==> src/rtl/mc_ctrl_pkg.sv <==
package mc_ctrl_pkg;

   localparam int ST_W = 4;

   typedef enum logic [ST_W-1:0] {
      ST_FETCH  = 4'd0,
      ST_DECODE = 4'd1,
      ST_ADDR   = 4'd2,
      ST_MRD    = 4'd3,
      ST_LDWB   = 4'd4,
      ST_MWR    = 4'd5,
      ST_EXEC   = 4'd6,
      ST_RWB    = 4'd7,
      ST_BRANCH = 4'd8,
      ST_JUMP   = 4'd9
   } st_e;

   localparam int NUM_CLS = 5;

   typedef enum logic [2:0] {
      OC_NONE   = 3'd0,
      OC_LOAD   = 3'd1,
      OC_STORE  = 3'd2,
      OC_RTYPE  = 3'd3,
      OC_BRANCH = 3'd4,
      OC_JUMP   = 3'd5
   } opc_e;

   typedef struct packed {
      logic       pc_wr;
      logic       pc_wr_zero;
      logic       addr_data;
      logic       mem_rd;
      logic       mem_wr;
      logic       instr_latch;
      logic       wb_mem;
      logic       dst_rd;
      logic       reg_wr;
      logic       alu_a_reg;
      logic [1:0] alu_b_sel;
      logic [1:0] alu_cls;
      logic [1:0] pc_src;
   } ctrl_t;

endpackage

==> src/rtl/mc_op_classify.sv <==
module mc_op_classify
   import mc_ctrl_pkg::*;
#(
   parameter int                OPC_W     = 6,
   parameter logic [OPC_W-1:0]  OP_LOAD   = 6'h23,
   parameter logic [OPC_W-1:0]  OP_STORE  = 6'h2B,
   parameter logic [OPC_W-1:0]  OP_RTYPE  = 6'h00,
   parameter logic [OPC_W-1:0]  OP_BRANCH = 6'h04,
   parameter logic [OPC_W-1:0]  OP_JUMP   = 6'h02
) (
   input  logic [OPC_W-1:0] opcode_i,
   output opc_e             cls_o
);
   localparam logic [NUM_CLS*OPC_W-1:0] OP_TAB =
      {OP_JUMP, OP_BRANCH, OP_RTYPE, OP_STORE, OP_LOAD};

   logic [NUM_CLS-1:0] hit;

   for (genvar k = 0; k < NUM_CLS; k++) begin : g_match
      for (genvar m = k + 1; m < NUM_CLS; m++) begin : g_uniq
         if (OP_TAB[k*OPC_W +: OPC_W] == OP_TAB[m*OPC_W +: OPC_W]) begin : g_dup
            $error("mc_op_classify: two instruction classes share one opcode");
         end
      end
      assign hit[k] = (opcode_i == OP_TAB[k*OPC_W +: OPC_W]);
   end

   always_comb begin
      cls_o = OC_NONE;
      for (int k = 0; k < NUM_CLS; k++) begin
         if (hit[k]) cls_o = opc_e'(k + 1);
      end
   end

   // distinct opcodes can hit at most one class
   always_comb begin
      assert_unique_decode_R3: assert ($onehot0(hit));
   end
endmodule

==> src/rtl/mc_seq.sv <==
module mc_seq
   import mc_ctrl_pkg::*;
(
   input  logic clk,
   input  logic rst,
   input  opc_e cls_i,
   output st_e  state_o
);
   st_e state_q, state_d;

   always_comb begin
      state_d = ST_FETCH;
      unique case (state_q)
         ST_FETCH:  state_d = ST_DECODE;
         ST_DECODE: begin
            unique case (cls_i)
               OC_LOAD, OC_STORE: state_d = ST_ADDR;
               OC_RTYPE:          state_d = ST_EXEC;
               OC_BRANCH:         state_d = ST_BRANCH;
               OC_JUMP:           state_d = ST_JUMP;
               default:           state_d = ST_FETCH;
            endcase
         end
         ST_ADDR: begin
            if (cls_i == OC_LOAD)       state_d = ST_MRD;
            else if (cls_i == OC_STORE) state_d = ST_MWR;
            else                        state_d = ST_FETCH;
         end
         ST_MRD:  state_d = ST_LDWB;
         ST_EXEC: state_d = ST_RWB;
         default: state_d = ST_FETCH;
      endcase
   end

   always_ff @(posedge clk) begin
      if (rst) state_q <= ST_FETCH;
      else     state_q <= state_d;
   end

   assign state_o = state_q;

   assert_reset_fetch_R1: assert property (@(posedge clk)
      rst |=> state_q == ST_FETCH);

   assert_fetch_decode_R2: assert property (@(posedge clk) disable iff (rst)
      state_q == ST_FETCH |=> state_q == ST_DECODE);

   assert_read_to_wb_R5: assert property (@(posedge clk) disable iff (rst)
      state_q == ST_MRD |=> state_q == ST_LDWB);

   assert_exec_to_wb_R5: assert property (@(posedge clk) disable iff (rst)
      state_q == ST_EXEC |=> state_q == ST_RWB);

   assert_tail_return_R5: assert property (@(posedge clk) disable iff (rst)
      (state_q inside {ST_LDWB, ST_MWR, ST_RWB, ST_BRANCH, ST_JUMP})
      |=> state_q == ST_FETCH);

   assert_unknown_abort_R7: assert property (@(posedge clk) disable iff (rst)
      (state_q == ST_DECODE && cls_i == OC_NONE) |=> state_q == ST_FETCH);
endmodule

==> src/rtl/mc_ctrl_decode.sv <==
module mc_ctrl_decode
   import mc_ctrl_pkg::*;
(
   input  st_e   state_i,
   output ctrl_t ctrl_o
);
   always_comb begin
      ctrl_o = '0;
      unique case (state_i)
         ST_FETCH: begin
            ctrl_o.mem_rd      = 1'b1;
            ctrl_o.instr_latch = 1'b1;
            ctrl_o.pc_wr       = 1'b1;
            ctrl_o.alu_b_sel   = 2'b01;
         end
         ST_DECODE: ctrl_o.alu_b_sel = 2'b11;
         ST_ADDR: begin
            ctrl_o.alu_a_reg = 1'b1;
            ctrl_o.alu_b_sel = 2'b10;
         end
         ST_MRD: begin
            ctrl_o.mem_rd    = 1'b1;
            ctrl_o.addr_data = 1'b1;
         end
         ST_LDWB: begin
            ctrl_o.reg_wr = 1'b1;
            ctrl_o.wb_mem = 1'b1;
         end
         ST_MWR: begin
            ctrl_o.mem_wr    = 1'b1;
            ctrl_o.addr_data = 1'b1;
         end
         ST_EXEC: begin
            ctrl_o.alu_a_reg = 1'b1;
            ctrl_o.alu_cls   = 2'b10;
         end
         ST_RWB: begin
            ctrl_o.reg_wr = 1'b1;
            ctrl_o.dst_rd = 1'b1;
         end
         ST_BRANCH: begin
            ctrl_o.alu_a_reg  = 1'b1;
            ctrl_o.alu_cls    = 2'b01;
            ctrl_o.pc_wr_zero = 1'b1;
            ctrl_o.pc_src     = 2'b01;
         end
         ST_JUMP: begin
            ctrl_o.pc_wr  = 1'b1;
            ctrl_o.pc_src = 2'b10;
         end
         default: ctrl_o = '0;
      endcase
   end

   always_comb begin
      // memory never read and written in one cycle
      assert_mem_excl_R9: assert (!(ctrl_o.mem_rd && ctrl_o.mem_wr));
      // decode, where an unknown opcode is dropped, writes nothing
      assert_decode_quiet_R7: assert (state_i != ST_DECODE ||
         !(ctrl_o.pc_wr || ctrl_o.pc_wr_zero || ctrl_o.mem_wr ||
           ctrl_o.reg_wr || ctrl_o.instr_latch));
   end
endmodule

==> src/rtl/mc_ctrl_fsm.sv <==
module mc_ctrl_fsm
   import mc_ctrl_pkg::*;
#(
   parameter int                OPC_W     = 6,
   parameter logic [OPC_W-1:0]  OP_LOAD   = 6'h23,
   parameter logic [OPC_W-1:0]  OP_STORE  = 6'h2B,
   parameter logic [OPC_W-1:0]  OP_RTYPE  = 6'h00,
   parameter logic [OPC_W-1:0]  OP_BRANCH = 6'h04,
   parameter logic [OPC_W-1:0]  OP_JUMP   = 6'h02
) (
   input  logic             clk,
   input  logic             rst,
   input  logic [OPC_W-1:0] opcode_i,
   output logic             pc_wr_o,
   output logic             pc_wr_zero_o,
   output logic             addr_data_o,
   output logic             mem_rd_o,
   output logic             mem_wr_o,
   output logic             instr_latch_o,
   output logic             wb_mem_o,
   output logic             dst_rd_o,
   output logic             reg_wr_o,
   output logic             alu_a_reg_o,
   output logic [1:0]       alu_b_sel_o,
   output logic [1:0]       alu_cls_o,
   output logic [1:0]       pc_src_o,
   output logic [ST_W-1:0]  state_o
);
   if (OPC_W < 1) begin : g_bad_width
      $error("mc_ctrl_fsm: OPC_W must be at least 1");
   end

   opc_e  cls;
   st_e   state;
   ctrl_t ctrl;

   mc_op_classify #(
      .OPC_W(OPC_W), .OP_LOAD(OP_LOAD), .OP_STORE(OP_STORE),
      .OP_RTYPE(OP_RTYPE), .OP_BRANCH(OP_BRANCH), .OP_JUMP(OP_JUMP)
   ) u_cls (
      .opcode_i (opcode_i),
      .cls_o    (cls)
   );

   mc_seq u_seq (
      .clk     (clk),
      .rst     (rst),
      .cls_i   (cls),
      .state_o (state)
   );

   mc_ctrl_decode u_dec (
      .state_i (state),
      .ctrl_o  (ctrl)
   );

   assign pc_wr_o       = ctrl.pc_wr;
   assign pc_wr_zero_o  = ctrl.pc_wr_zero;
   assign addr_data_o   = ctrl.addr_data;
   assign mem_rd_o      = ctrl.mem_rd;
   assign mem_wr_o      = ctrl.mem_wr;
   assign instr_latch_o = ctrl.instr_latch;
   assign wb_mem_o      = ctrl.wb_mem;
   assign dst_rd_o      = ctrl.dst_rd;
   assign reg_wr_o      = ctrl.reg_wr;
   assign alu_a_reg_o   = ctrl.alu_a_reg;
   assign alu_b_sel_o   = ctrl.alu_b_sel;
   assign alu_cls_o     = ctrl.alu_cls;
   assign pc_src_o      = ctrl.pc_src;
   assign state_o       = state;

   // a Moore output only moves at a clock edge
   assert_moore_stable_R8: assert property (@(posedge clk) disable iff (rst)
      $stable(state_o) |-> $stable({pc_wr_o, pc_wr_zero_o, mem_rd_o, mem_wr_o,
                                     reg_wr_o, alu_cls_o, pc_src_o}));
endmodule

==> config.mk <==
export PLATFORM = sky130hd
export DESIGN_NAME = mc_ctrl_fsm
export DESIGN_NICKNAME = d
export VERILOG_FILES = /design/src/rtl/mc_ctrl_pkg.sv /design/src/rtl/mc_op_classify.sv /design/src/rtl/mc_seq.sv /design/src/rtl/mc_ctrl_decode.sv /design/src/rtl/mc_ctrl_fsm.sv
export SDC_FILE = /design/constraint.sdc
export NUM_CORES = 1
export LEC_CHECK = 0
export BUFFER_PORTS_ARGS = -buffer_cell sky130_fd_sc_hd__buf_4
export CORE_AREA = 2 2 39 41
export CTS_CLUSTER_DIAMETER = 60
export DETAILED_ROUTE_END_ITERATION = 8
export DIE_AREA = 0 0 41 43
export PLACE_DENSITY = 0.74
export SLEW_MARGIN = 25
export SYNTH_ARGS = -nofsm -noshare
export SYNTH_HDL_FRONTEND = slang
export SYNTH_HIERARCHICAL = 1
export SYNTH_SLANG_ARGS = --single-unit
==> constraint.sdc <==
create_clock -name clk -period 2.45 [get_ports clk]
set_input_delay 0.245 -clock clk [delete_from_list [all_inputs] [get_ports clk]]
set_output_delay 0.245 -clock clk [all_outputs]
set_load 0.1 [all_outputs]
After elaboration in Yosys (flattened, before gate mapping)
Index checks and enable logic that the tools add are counted.
Cells by class
  equal/unequal tests: 18
  reductions and logical operators: 8
  multiplexer cells: 22
Operators by type and width (number)
  $pmux 4 s5: 1
  $eq 4x3->1 const B: 4
  $pmux 4 s4: 1
  $eq 6x6->1 const B: 2
  $mux 1: 11
  $reduce_or 2->1: 5
  $mux 3: 3
  $eq 4x2->1 const B: 2
  $eq 4x4->1 const B: 2
  $pmux 2 s2: 2
  $eq 3x2->1 const B: 2
  $eq 3x3->1 const B: 2
  $eq 6x2->1 const B: 1
  $eq 6x3->1 const B: 1
  $logic_not 6->1: 1
  $pmux 2 s3: 1
  $eq 4x1->1 const B: 1
  $logic_not 4->1: 1
  $mux 2: 2
  $mux 4: 1
  $eq 3x1->1 const B: 1
  $reduce_or 3->1: 1
Word-level totals
  output and inout port bits: 20
  register bits after elaboration: 4
  input bits: 8
  logic and storage cells: 49

Logic depth before layout (Yosys ltp)
Gate-level depths: netlist (run 1).
  depth in word-level cells: 10
  gate-level depth with buffers: 5

Cells and area by module
The synthesis (run 1) kept the hierarchy.
By module, submodules not included
  mc_seq: cells each 30, seq. area each 80.1 µm², instances 1, area an instance 262.8 µm²
  mc_ctrl_decode: cells each 27, seq. area each 0.0 µm², instances 1, area an instance 198.9 µm²
  mc_op_classify: cells each 8, seq. area each 0.0 µm², instances 1, area an instance 61.3 µm²

Worst setup path before layout (run 1)
Ideal clock, no wire load.
  kind: flip-flop to output port
  from: reg u_seq.state_q[3] (netlist: u_seq/state_o[3])
  to: out alu_cls_o[0]
  required time: 2205 ps
  buffers on the path: 2
  cell stages (with the launch flop): 5
  slack: -1857 ps
  arrival: 4062 ps
  cell sequence: dfxtp_1 -> buf_6 -> nand2b_1 -> nor3_1 -> buf_4
Between the ends
  cells in the longest elaborated chain, start to end: 2
  elaborated cells between the ends (all ways): 3
  classes of those cells: eq/ne (2); mux (1)
RTL lines
  from (decl): RTL line mc_seq.sv:9  | st_e state_q, state_d;
  from (signal assigned): RTL line mc_seq.sv:37  | else state_q <= state_d;
  $eq 4x4->1 or $eq 4x3->1 (tied branches): RTL line mc_ctrl_decode.sv:9  | unique case (state_i)
  $pmux 2 s2 (*): RTL line mc_ctrl_decode.sv:9
  to (decl): RTL line mc_ctrl_fsm.sv:25  | output logic [1:0] alu_cls_o,
Every way passes the cells marked *; elsewhere a longest branch is shown, timed or not.

Worst setup path after layout (run 1)
  from: reg u_seq.state_q[0] (netlist: u_seq/state_o[0])
  to: out alu_b_sel_o[1]
Between the ends
  cells in the longest elaborated chain, start to end: 2
  elaborated cells between the ends (all ways): 4
  classes of those cells: eq/ne (2); mux (1); reduce/logical (1)
RTL lines
  $eq 4x2->1, or another cell as far along: RTL line mc_ctrl_decode.sv:9
  $pmux 2 s3 (*): RTL line mc_ctrl_decode.sv:9
  to (decl): RTL line mc_ctrl_fsm.sv:24  | output logic [1:0] alu_b_sel_o,
Marks and branches as above.

==> results of run 1 <==
[kinds of logic (layout without fill, tap and decap cells)]
family,after synthesis,count (layout)
flip-flops,4,4
AND/OR/NAND/NOR,36,36
AO/OA/AOI/OAI,13,13
buffers and inverters,8,35
XOR/XNOR,4,4
[power by group through the flow]
stage	Combinational, uW	Sequential [uW]	Clock [uW]
floorplan	96.8	85.2	0
global placement	130	79.6	0
detailed placement	131	80.0	0
CTS	131	78.8	91.8
global route	137	79.7	93.5
finish	131	78.8	89.9
[worst max-delay path: stages, from the launching register on]
cell and delay, ns:
sky130_fd_sc_hd__dfxtp_2 0.60, sky130_fd_sc_hd__xor2_1 0.31, sky130_fd_sc_hd__nor3b_4 0.23, sky130_fd_sc_hd__buf_4 0.31
[per-layer routing]
metal	part of all wire [%]	vias up	global-route usage, %
li1	-	298	-
met5	0	-	0
met1	41	266	21.5
met2	50	27	28.1
met4	0	0	4.67
met3	9.3	0	1.05
[worst max path at each step]
stage                                 from                          end  slack, ns
2_1_floorplan  u_seq/state_o[2]$_SDFF_PP0_                     mem_wr_o      -0.20
3_3_place_gp                   opcode_i[0]  u_seq/state_o[1]$_SDFF_PP0_       0.41
3_5_place_dp                   opcode_i[0]  u_seq/state_o[1]$_SDFF_PP0_       0.39
4_1_cts        u_seq/state_o[0]$_SDFF_PP0_               alu_b_sel_o[1]       0.49
5_1_grt        u_seq/state_o[0]$_SDFF_PP0_               alu_b_sel_o[1]       0.43
6_report       u_seq/state_o[0]$_SDFF_PP0_               alu_b_sel_o[1]       0.51
[area by class of cell]
cell class | count | area share (%)
Multi-Input combinational cell | 53 | 56.1
Clock buffer | 4 | 3.21
Tap cell | 16 | 2.45
Timing Repair Buffer | 29 | 26.6
Sequential cell | 4 | 10.7
Inverter | 2 | 0.917
[Yosys cell counts (all sizes together), types with 2 or more instances]
cell     number  share of area, %
o21ai         2               1.9
and4b         2               4.1
nor4          2               2.4
a21oi         2               1.9
nor2          5               3.6
a2111oi       2               4.5
dfxtp         4                15
nand2b        4               6.2
a31oi         2               2.4
o211ai        2               2.9
and2b         2               3.3
nor3b         5               9.1
and3b         2               3.6
nor3          7               6.7
nand4         2               2.4
inv           2               1.4
xor2          2               3.3
buf           6               9.6
xnor2         2               3.3
[stage by stage]
step | TNS [ns] | cells | cell area (um^2) | util [%]
floorplan | -1.10 | 65 | 608 | -
global placement | 0 | 104 | 792 | 57.2
detailed placement | 0 | 104 | 792 | 57.2
CTS | 0 | 108 | 818 | 59.1
global route | 0 | 108 | 818 | 59.1
finish | 0 | 108 | 818 | 59.1
==> implementation parameters, run 1 <==
Parameter                              Value

Clock network
  Clock edge transition at the registers on the reported setup and hold paths    roughly 0.04 ns
  Root Buffer    sky130_fd_sc_hd__clkbuf_4
  Hold_buf cts    0
  CTS tree    done
  Post-CTS setup buffer count    0
  Source-to-sink clock delay at the later pin of the worst-skew pair    about 0.23 ns
  Number of buffers created by CTS    3
  Number of H-tree branching levels    1
  Post-CTS sizing    0
  Number of sinks handled by clock tree synthesis    4
  Clk buf depth    2

Synthesis
  Dominant combinational cell family by area after synthesis    simple AND/OR/NAND/NOR gates
  Sequential area share after synthesis    between 10% and 20%
  Synth Instances    between 60 and 70
  Count of yosys warnings during synthesis    6
  Count of flip-flops with a built-in enable after synthesis    0
  Asr flop ratio synth    0%
  Simple-gate area share of the yosys netlist    between 40% and 50%
  Synthesized area divided by synthesized cell count    between 8 and 9 um^2
  Most common flop cell mapped by yosys    sky130_fd_sc_hd__dfxtp_1
  #FFs+latches synth    4
  Number of distinct library cells after synthesis    34
  Adder and majority cell fraction of the synthesized area    0%
  Area fraction in compound gates after synthesis    between 10% and 20%
  Post-synthesis instance area    between 500 and 600 um^2
  Nets in the synthesized netlist    73
  Xor-xnor portion of the synthesized cell area    6.70%
  Mux cell area share after synthesis    0%

Drt
  Final routed wirelength across all metal layers    1280 um
  Via count of the routed design    between 500 and 600
  1st-pass router iterations    4
  Detailed Route Iter0 Violations    6
  Remaining antenna violation count after routing    0
  Vias/cell    5.47
  DR DRC count    0
  Routed wire length per instance    approximately 12 um

Finish
  Combined area of the multi-input logic cells    between 400 and 500 um^2
  Most common cell after layout, fill and taps aside    sky130_fd_sc_hd__buf_4
  Fillcell total    between 100 and 150
  Synth-to-layout area growth    56.5%
  Count of antenna diodes in the layout    0
  # nets final    approximately 100
  Share of post-route cells with drive strength above 1    between 50% and 60%
  Max reg flops    4
  Register cell area after layout    a little under 90 um^2
  Leading cell types in the layout, fill and taps excluded    29 x sky130_fd_sc_hd__buf_4, 5 x sky130_fd_sc_hd__nor2_1, 4 x sky130_fd_sc_hd__nor3_2

Worst hold path
  WHS Endpoint    u_seq/state_o[1]$_SDFF_PP0_
  Hold path startpoint    rst
  Hold path depth    2
  Hold/Removal Path Class    in -> reg

Floorplanning
  Rows    14
  X dimension of the die    slightly above 40 um
  Die outline area    approximately 1800 um^2
  Number of placed I/O pins    28
  Height of the chip    between 40 and 50 um
  Initial Util    between 30% and 40%
  CORE AREA    about 1400 um^2

Timing
  Worst setup skew after layout    slightly above 0.005 ns
  Final hold viol count    0
  Setup violations, final    0
  Timing-limited maximum frequency    0.517 GHz
  Headroom to the max-slew limit    a little over 70%
  Hold Slack    approximately 0.20 ns
  Fin. max-slew vios    0
  Slew at the pin closest to its max-slew limit    approximately 0.44 ns
  Setup slack of the critical path after layout    between 0.5 and 0.6 ns
  Final Cycle Share    between 70% and 80%
  Final critical path time including I/O delays and setup    just under 2 ns
  RSZ-0062 raised after global routing    no

Pwr
  Part of the power in registers    26.3%
  Cell-internal power    165 uW
  NetSw    ~130 uW
  Final total power    between 200 and 300 uW
  Combinational power share    between 40% and 50%
  Switch share    44.8%
  Share of power burned in the clock network    between 30% and 40%
  Leakage power summed over all cells    around 0.00034 uW
  Worst-case vdd ir drop    314 uV
  Pwr Density    366 nW/um^2

GRT
  First-pass GRT wire length    2110 um
  Maximum number of pins on one net before global-route repair    22
  Initial antenna violation count    0
  Vias in the first global route    between 500 and 600
  GRT Util Overall    about 17%
  Aggregate global routing overflow    0

Flow run
  Max-cap violations    0

Place
  IO Port Bufs    27
  Detailed-placement wirelength estimate    roughly 1000 um
  Global placer's final weighted congestion    0.791
  Post-Place Worst Slack    ~0.39 ns

Worst setup path
  R2R Setup Slk    roughly 1.1 ns
  Startpoint class of the critical path    flop
  Arrival time of the worst setup path    1.69 ns
  Worst R2R Start    u_seq/state_o[0]$_SDFF_PP0_
  Data required time of the worst path    approximately 2.2 ns
  CP endpoint kind    output port
  Worst Reg2Reg Path Length in Cells    3
  Capture point of the worst reg-to-reg path    u_seq/state_o[1]$_SDFF_PP0_
  Maximum fanout along the worst path    19
  Kind of critical path    reg -> out

Outcome
  Outcome    finished clean
Power figures use the tool's default switching activity.
==> run 2, diff against run 1 <==
clock period = 1.8 ns   (was 2.45 ns; I/O delays follow)
==> implementation parameters, run 2 (same netlist as run 1, synthesis figures left out) <==
Parameter                              Value

Outcome
  Outcome    finished clean

Pwr
  Worst-case vdd ir drop    335 uV
  Combinational power share    46.4%
  Switch share    46.8%
  Leakage power summed over all cells    0.000369 uW
  Pwr Density    around 450 nW/um^2
  Share of power burned in the clock network    27.8%
  NetSw    slightly below 200 uW
  Cell-internal power    222 uW
  Final total power    around 420 uW
  Part of the power in registers    approximately a quarter

Drt
  Routed wire length per instance    13.1 um
  Detailed Route Iter0 Violations    8
  DR DRC count    0
  1st-pass router iterations    4
  Remaining antenna violation count after routing    0
  Via count of the routed design    627
  Final routed wirelength across all metal layers    around 1500 um
  Vias/cell    around 5.6

Worst setup path
  Arrival time of the worst setup path    between 1.5 and 2 ns
  Worst Reg2Reg Path Length in Cells    3
  Worst R2R Start    u_seq/state_o[3]$_SDFF_PP0_
  Maximum fanout along the worst path    19
  Data required time of the worst path    between 1.5 and 2 ns
  CP endpoint kind    output port
  R2R Setup Slk    0.51 ns
  Startpoint class of the critical path    flop
  Capture point of the worst reg-to-reg path    u_seq/state_o[1]$_SDFF_PP0_
  Kind of critical path    reg -> out

Place
  Placed instance count    roughly 110
  Global placer's final weighted congestion    0.742
  Post-Place Worst Slack    -0.0320 ns
  Detailed-placement wirelength estimate    roughly 1100 um
  IO Port Bufs    27

GRT
  GRT met2 Usage    between 20% and 30%
  Met1 track utilization from global routing    24.0%
  Maximum number of pins on one net before global-route repair    20
  First-pass GRT wire length    around 2300 um
  Peak-usage layer in the global routing report    met2
  Initial antenna violation count    0
  GRT Util Overall    between 10% and 20%
  Vias in the first global route    550
  Met3 capacity usage during global routing    3.66%
  Aggregate global routing overflow    0

Timing
  Setup violations, final    0
  Final Cycle Share    between 90% and 100%
  Timing-limited maximum frequency    between 0.5 and 0.6 GHz
  RSZ-0062 raised after global routing    no
  Headroom to the max-slew limit    roughly three quarters
  Final hold viol count    0
  Setup tns final    0 ns
  Final critical path time including I/O delays and setup    roughly 1.7 ns
  Fin. max-slew vios    0
  Worst setup skew after layout    approximately 0.0098 ns
  Hold Slack    between 0.1 and 0.15 ns
  Setup slack of the critical path after layout    roughly 0.087 ns
  Slew at the pin closest to its max-slew limit    between 0.3 and 0.4 ns

Clock network
  Source-to-sink clock delay at the later pin of the worst-skew pair    around 0.24 ns
  Post-CTS setup buffer count    0
  Clk buf depth    2
  Number of H-tree branching levels    1
  Number of buffers created by CTS    3
  Number of sinks handled by clock tree synthesis    4
  Post-CTS sizing    0
  Hold_buf cts    0
  Root Buffer    sky130_fd_sc_hd__clkbuf_4
  Clock edge transition at the registers on the reported setup and hold paths    0.04 ns
  CTS tree    done

Worst hold path
  WHS Endpoint    u_seq/state_o[1]$_SDFF_PP0_
  Hold/Removal Path Class    in -> reg
  Hold path startpoint    rst
  Hold path depth    2

Floorplanning
  X dimension of the die    about 40 um
  Rows    14
  Die outline area    1760 um^2
  Initial Util    37.8%
  CORE AREA    roughly 1400 um^2
  Number of placed I/O pins    28
  Height of the chip    ~43 um

Finish
  Register cell area after layout    between 90 and 100 um^2
  Count of antenna diodes in the layout    0
  Fillcell total    approximately 120
  Max reg flops    4
  Leading cell types in the layout, fill and taps excluded    33 x sky130_fd_sc_hd__buf_4, 4 x sky130_fd_sc_hd__nor3_4, 4 x sky130_fd_sc_hd__dfxtp_4
  Combined area of the multi-input logic cells    between 500 and 600 um^2
  # nets final    105
  Final cell count without fillers    111
  Share of post-route cells with drive strength above 1    between 60% and 70%
  Most common cell after layout, fill and taps aside    sky130_fd_sc_hd__buf_4
  Synth-to-layout area growth    78.2%

Flow run
  Max-cap violations    0
run 2: cell types whose count changed in the layout (fill, tap and decap cells not counted), sizes merged:
cell	before	now
buf	29	33
clkbuf	4	3
run 2: power groups by stage:
| stage | clock network, uW | logic [uW] | registers, uW |
|---|---|---|---|
| floorplan | 0 | 145 | 115 |
| global placement | 0 | 191 | 109 |
| detailed placement | 0 | 193 | 109 |
| CTS | 120 | 194 | 108 |
| global route | 124 | 202 | 109 |
| finish | 116 | 193 | 108 |
run 2: how the worst max path moves through the flow:
stage          slack [ns]                         from                     endpoint
2_1_floorplan       -0.40  u_seq/state_o[3]$_SDFF_PP0_                 alu_cls_o[0]
3_3_place_gp       -0.006                  opcode_i[0]  u_seq/state_o[1]$_SDFF_PP0_
3_5_place_dp        -0.03                  opcode_i[0]  u_seq/state_o[1]$_SDFF_PP0_
4_1_cts              0.07  u_seq/state_o[0]$_SDFF_PP0_               alu_b_sel_o[1]
5_1_grt              0.02  u_seq/state_o[0]$_SDFF_PP0_               alu_b_sel_o[1]
6_report             0.09  u_seq/state_o[0]$_SDFF_PP0_               alu_b_sel_o[1]
run 2: per-stage QoR:
stage	cell area [um^2]	utilization, %
floorplan	742	-
global placement	908	65.6
detailed placement	908	65.6
CTS	931	67.3
global route	932	67.4
finish	932	67.4
run 2: routing by layer:
metal	routed length, um	vias to the layer above
li1	-	309
met1	569	282
met2	726	34
met3	143	2
met4	14	0
met5	0	-
run 2: layout make-up:
cell class	instances	area share, %
flip-flops and latches	4	10.2
repair buffers	33	26.6
well taps	16	2.15
inverters	2	0.805
multi-input cells	53	57.9
clock buffers	3	2.42
run 2: critical path, cell delays in order (launching register included):
cell and delay [ns]:
sky130_fd_sc_hd__dfxtp_4 0.54, sky130_fd_sc_hd__xor2_4 0.24, sky130_fd_sc_hd__nor3b_4 0.20, sky130_fd_sc_hd__buf_4 0.31
